==> config.mk <==
export PLATFORM = sky130hd
export DESIGN_NAME = ilk_top
export DESIGN_NICKNAME = d
export VERILOG_FILES = /design/src/rtl/ilk_pkg.sv /design/src/rtl/ilk_scoreboard.sv /design/src/rtl/ilk_control.sv /design/src/rtl/ilk_top.sv
export SDC_FILE = /design/constraint.sdc
export NUM_CORES = 1
export LEC_CHECK = 0
export CAP_MARGIN = 20
export CORE_MARGIN = 2
export CORE_UTILIZATION = 46
export CTS_BUF_LIST = sky130_fd_sc_hd__clkbuf_4 sky130_fd_sc_hd__clkbuf_8
export DETAILED_ROUTE_END_ITERATION = 8
export GPL_TIMING_DRIVEN = 0
export PLACE_DENSITY = 0.58
export SETUP_SLACK_MARGIN = 0.02
export SYNTH_ARGS = -nofsm -noshare
export SYNTH_HDL_FRONTEND = slang
export SYNTH_SLANG_ARGS = --single-unit
==> constraint.sdc <==
create_clock -name clk -period 17.6 [get_ports clk]
set_input_delay 3.52 -clock clk [delete_from_list [all_inputs] [get_ports clk]]
set_output_delay 3.52 -clock clk [all_outputs]
set_load 0.01 [all_outputs]
==> src/rtl/ilk_pkg.sv <==
package ilk_pkg;

  localparam int CLS_W = 3;
  localparam int CNT_W = 2;

  typedef enum logic [CLS_W-1:0] {
    CLS_INT    = 3'd0,
    CLS_FPALU  = 3'd1,
    CLS_LOADD  = 3'd2,
    CLS_STORED = 3'd3,
    CLS_BRANCH = 3'd4,
    CLS_NOP    = 3'd5
  } instrClass_e;

  // Strobes from control to scoreboard datapath
  typedef struct packed {
    logic rdFpA;
    logic rdFpB;
    logic wrEn;
    logic wrFp;
  } sbStrobe_t;

  // Required spacing (cycles between producer and consumer)
  function automatic logic [CNT_W-1:0] needGap(input logic [CLS_W-1:0] prod,
                                               input logic [CLS_W-1:0] cons);
    logic [CNT_W-1:0] g;
    g = '0;
    if (prod == CLS_FPALU && cons == CLS_FPALU)  g = 2'd3;
    if (prod == CLS_FPALU && cons == CLS_STORED) g = 2'd2;
    if (prod == CLS_LOADD && cons == CLS_FPALU)  g = 2'd1;
    return g;
  endfunction

  // Largest spacing any consumer may require from a producer class
  function automatic logic [CNT_W-1:0] maxGap(input logic [CLS_W-1:0] prod);
    logic [CNT_W-1:0] g;
    case (prod)
      CLS_FPALU: g = 2'd3;
      CLS_LOADD: g = 2'd1;
      default:   g = 2'd0;
    endcase
    return g;
  endfunction

endpackage

==> src/rtl/ilk_scoreboard.sv <==
module ilk_scoreboard
  import ilk_pkg::*;
#(
  parameter int NUM_REGS = 32,
  localparam int IDX_W = $clog2(NUM_REGS)
) (
  input  logic             clk,
  input  logic             rst_n,
  input  sbStrobe_t        strobe,
  input  logic [IDX_W-1:0] srcA,
  input  logic [IDX_W-1:0] srcB,
  input  logic [IDX_W-1:0] dst,
  input  logic [CLS_W-1:0] wrClass,
  output logic [CNT_W-1:0] cntA,
  output logic [CLS_W-1:0] clsA,
  output logic [CNT_W-1:0] cntB,
  output logic [CLS_W-1:0] clsB
);

  logic [CNT_W-1:0] intCnt [NUM_REGS];
  logic [CLS_W-1:0] intCls [NUM_REGS];
  logic [CNT_W-1:0] fpCnt  [NUM_REGS];
  logic [CLS_W-1:0] fpCls  [NUM_REGS];

  for (genvar f = 0; f < 2; f++) begin : g_file
    for (genvar r = 0; r < NUM_REGS; r++) begin : g_reg
      logic hit;
      logic [CNT_W-1:0] cnt;
      logic [CLS_W-1:0] cls;
      assign hit = strobe.wrEn && (strobe.wrFp == (f == 1)) && (dst == IDX_W'(r));
      always_ff @(posedge clk) begin
        if (!rst_n) begin
          cnt <= '0;
          cls <= CLS_NOP;
        end else if (hit) begin
          cnt <= maxGap(wrClass);
          cls <= wrClass;
        end else if (cnt != '0) begin
          cnt <= cnt - 1'b1;
        end
      end
      if (f == 1) begin : g_fp
        assign fpCnt[r] = cnt;
        assign fpCls[r] = cls;
      end else begin : g_int
        assign intCnt[r] = cnt;
        assign intCls[r] = cls;
      end
    end
  end

  assign cntA = strobe.rdFpA ? fpCnt[srcA] : intCnt[srcA];
  assign clsA = strobe.rdFpA ? fpCls[srcA] : intCls[srcA];
  assign cntB = strobe.rdFpB ? fpCnt[srcB] : intCnt[srcB];
  assign clsB = strobe.rdFpB ? fpCls[srcB] : intCls[srcB];

endmodule

==> src/rtl/ilk_control.sv <==
module ilk_control
  import ilk_pkg::*;
#(
  parameter int NUM_REGS = 32,
  localparam int IDX_W = $clog2(NUM_REGS)
) (
  input  logic             clk,
  input  logic             rst_n,
  input  logic             decValid,
  input  logic [CLS_W-1:0] decClass,
  input  logic [IDX_W-1:0] srcA,
  input  logic [IDX_W-1:0] srcB,
  input  logic [IDX_W-1:0] dst,
  input  logic [CNT_W-1:0] cntA,
  input  logic [CLS_W-1:0] clsA,
  input  logic [CNT_W-1:0] cntB,
  input  logic [CLS_W-1:0] clsB,
  output sbStrobe_t        strobe,
  output logic             issue,
  output logic             stall,
  output logic             bubble
);

  logic useA, useB, hasDst, dstFp;
  logic hazA, hazB, slotPending;

  // Operand file map per class
  always_comb begin
    useA = 1'b0; useB = 1'b0; hasDst = 1'b0; dstFp = 1'b0;
    strobe.rdFpA = 1'b0;
    strobe.rdFpB = 1'b0;
    case (decClass)
      CLS_INT:    begin useA = 1'b1; useB = 1'b1; hasDst = 1'b1; end
      CLS_FPALU:  begin useA = 1'b1; useB = 1'b1; hasDst = 1'b1; dstFp = 1'b1;
                        strobe.rdFpA = 1'b1; strobe.rdFpB = 1'b1; end
      CLS_LOADD:  begin useA = 1'b1; hasDst = 1'b1; dstFp = 1'b1; end
      CLS_STORED: begin useA = 1'b1; useB = 1'b1; strobe.rdFpB = 1'b1; end
      CLS_BRANCH: begin useA = 1'b1; end
      default:    ;
    endcase
  end

  // Integer register 0 never creates a hazard
  logic liveA, liveB;
  assign liveA = useA && (strobe.rdFpA || srcA != '0);
  assign liveB = useB && (strobe.rdFpB || srcB != '0);

  assign hazA = liveA &&
    (({1'b0, cntA} + {1'b0, needGap(clsA, decClass)}) > {1'b0, maxGap(clsA)});
  assign hazB = liveB &&
    (({1'b0, cntB} + {1'b0, needGap(clsB, decClass)}) > {1'b0, maxGap(clsB)});

  assign issue  = decValid && (slotPending || !(hazA || hazB));
  assign stall  = decValid && !issue;
  assign bubble = !issue;

  assign strobe.wrEn = issue && hasDst && (dstFp || dst != '0);
  assign strobe.wrFp = dstFp;

  always_ff @(posedge clk) begin
    if (!rst_n)     slotPending <= 1'b0;
    else if (issue) slotPending <= (decClass == CLS_BRANCH);
  end

endmodule

==> src/rtl/ilk_top.sv <==
module ilk_top
  import ilk_pkg::*;
#(
  parameter int NUM_REGS = 32,
  localparam int IDX_W = $clog2(NUM_REGS)
) (
  input  logic             clk,
  input  logic             rst_n,
  input  logic             decValid,
  input  logic [CLS_W-1:0] decClass,
  input  logic [IDX_W-1:0] decSrcA,
  input  logic [IDX_W-1:0] decSrcB,
  input  logic [IDX_W-1:0] decDst,
  output logic             issue,
  output logic             stall,
  output logic             bubble
);

  sbStrobe_t        strobe;
  logic [CNT_W-1:0] cntA, cntB;
  logic [CLS_W-1:0] clsA, clsB;

  ilk_control #(.NUM_REGS(NUM_REGS)) u_ctrl (
    .clk(clk), .rst_n(rst_n), .decValid(decValid), .decClass(decClass),
    .srcA(decSrcA), .srcB(decSrcB), .dst(decDst),
    .cntA(cntA), .clsA(clsA), .cntB(cntB), .clsB(clsB),
    .strobe(strobe), .issue(issue), .stall(stall), .bubble(bubble)
  );

  ilk_scoreboard #(.NUM_REGS(NUM_REGS)) u_sb (
    .clk(clk), .rst_n(rst_n), .strobe(strobe),
    .srcA(decSrcA), .srcB(decSrcB), .dst(decDst), .wrClass(decClass),
    .cntA(cntA), .clsA(clsA), .cntB(cntB), .clsB(clsB)
  );

endmodule

==> flow_summary.ini <==
[timing]
period_share_pct = 80.4
relSlewSlack_pct = 18.6
fin_tns_setup_ps = 0
worstMarginPinSlew_ps = 1220
fin_hold_ws_ps = 442
finalSetupViolations = 0
fmax_mhz = 70.6
finalHoldViolCount = 0
finalWorstSetupSlack_ps = 3440
finalClockSkew_ps = 40.7
slew_violations = 0
rsz0062_at_grt = false
fin_crit_ps = 14160

[routing]
drt_iter0_drc = 1786
wl_um = 64300
routedWlPerCell_um = 26.3
ant_nets = 0
dr.pass1.iters = 6
via_per_inst = 6.09
dr_total_vias = 14900
drcViolationCount = 0

[global_routing]
grt_pass1_wl_um = 94600
gr-usage-all-layers_pct = 31.7
grt_start_max_net_pins = 15
grt-ovfl-total = 0
grt_pass1_vias = 14500
antenna_found_initial = 1

[clock_network]
cts_tree = built
holdBufCountCts = 0
cts_resized = 0
cts.sinks = 321
ctsLongestPathBuffers = 3
clk_latency_ps = 680
post_cts_buffers = 0
cts_root_buffer = clkbuf_8
numCtsBuffers = 58
h-tree-depth = 2
path_clk_slew_ps = 70

[synth]
synth.distinct_cells = 52
synth_edf_count = 0
syn_nets = 1888
ys_async_sr_fraction_pct = 0
synth_cells = 1795
synth-seq-cells = 321
syn_avg_cell_area_um2 = 10.1
synth_area_mm2 = 0.0182
synth_common_cells = 321 x dfxtp_1, 187 x mux4_2, 181 x inv_1
yosysMostFrequentCell = dfxtp_1
synth.top_cell.area_share_pct = 35.3
synth_seq_area_share_pct = 35.3
synth_top_cell_by_area = dfxtp_1
yosys-top-cells-area = dfxtp_1 35%, mux4_2 23%, ha_1 4.8%, mux2i_1 4.3%, inv_1 3.7%
synth_flop_cell = dfxtp_1
synth_warnings = 0

[outcome]
status = finished clean

[floorplan]
die_h_um = 203
core_mm2 = 0.0388
chipWidth_um = 203
dieArea_mm2 = 0.0412
start_util_pct = 46.9
io_pins = 24
rows = 72

[worst_setup_path]
arrival_ps = 10640
worstSetupStartpointType = input port
crit_type = in2out
crit_top_cell = buf_2
slowest_delay_ps = 590
cp_top_family = buffers and inverters
end_kind = output pin
cp_max_fo = 10
required_ps = 14080
crit_slowest_cell = clkdlybuf4s50_1
crit_buf_inv = 12

[power_and_ir_drop]
pwr_density_cell_mw_per_mm2 = 116
finalPower_mw = 2.39
p_leak_nw = 8.40
peakVddDrop_v = 0.0000600

[worst_hold_path]
hp-class = reg2reg

[final_layout]
drive_above_1_share_pct = 19.2
final_nets = 1964
fill_cells = 3510
syn_to_final_growth_pct = 13.0

[place]
io_buffers = 12
dp_hpwl_um = 46400
pre_cts_slack_ps = 3590
gp_congestion = 1.02

[job]
max_cap_violations = 0
per-stage QoR:
step,utilization [%],cells,area (um2)
5_1_grt,53.0,2439,20600
2_1_floorplan,-,1795,18200
6_report,53.0,2441,20600
3_5_place_dp,49.0,2329,19000
3_3_place_gp,48.9,2325,19000
4_1_cts,53.0,2439,20600
placed cells by master, fill, tap and decap left out, types with 31 or more instances in the layout:
master / n
o21ai_0: 101
nand3_1: 31
clkbuf_1: 73
mux4_2: 187
xor2_1: 47
nor2_1: 123
nor2b_1: 39
dfxtp_1: 321
mux2i_1: 78
and2_1: 36
a21oi_1: 59
and3_1: 49
ha_1: 70
clkbuf_8: 74
inv_1: 181
nand2_1: 162
a21boi_0: 33
registers in the layout (all words and copies together) (netlist names):
| name | count |
|---|---|
| u_sb.g_file.g.cls | 192 |
| u_sb.g_file.g.cnt | 128 |
| u_ctrl.slotPending | 1 |
layer usage:
metal	routed length [um]	part of all wire [%]	track usage, %	up-vias
met3	6510	10	6.98	174
li1	-	-	-	6521
met4	3110	4.8	14.6	0
met2	29600	46	51.0	811
met1	25100	39	40.9	7370
met5	0	0	0	-
worst min-delay path, delay by kind of cell (launching register included):
kind / cells / cell delay [ps]
buffers and inverters: 1 / 50
DFF: 1 / 320
and+or+nand+nor: 1 / 30
layout make-up:
type	count	area (um2)	area share (%)
Multi-Input combinational cell	1175	10600	51.3
Sequential cell	321	6430	31.2
Inverter	183	687	3.34
Clock buffer	89	1130	5.50
Timing Repair Buffer	16	170	0.827
Buffer	116	538	2.62
Tap cell	518	648	3.15
Clock inverter	21	408	1.98
Antenna cell	2	5.00	0.0243
cells by family (layout without fill, tap and decap cells):
group           after synthesis  after routing  synth area share [%]
xor+xnor                     67             67                  3.22
buf+inv                     299            425                  6.73
simple gates                506            506                  13.3
flops                       321            321                  35.3
other cells                   0              2                     0
mux                         269            269                  27.7
fa+ha+maj                    72             72                  5.03
compound gates              261            261                  8.78
path summary, 6_finish.rpt:
kind              cells after the start                              to  slack (ps)                             from
setup reg to reg                     17  u_sb.g_file[0].g_reg[3].cnt[0]       11990  u_sb.g_file[1].g_reg[20].cls[2]
setup / recovery                     26                          bubble        3440                       decSrcB[1]
hold reg to reg                       2  u_sb.g_file[0].g_reg[1].cls[1]         440   u_sb.g_file[0].g_reg[1].cls[1]
hold / removal                        2  u_sb.g_file[0].g_reg[1].cls[1]         440   u_sb.g_file[0].g_reg[1].cls[1]
power breakdown:
group | switching (mW) | total (mW) | leakage (nW) | internal [mW]
Combinational | 0.307 | 0.583 | 4.99 | 0.275
Clock | 0.347 | 0.933 | 0.802 | 0.586
Sequential | 0.0744 | 0.873 | 2.61 | 0.799
Power figures use the tool's default switching activity.
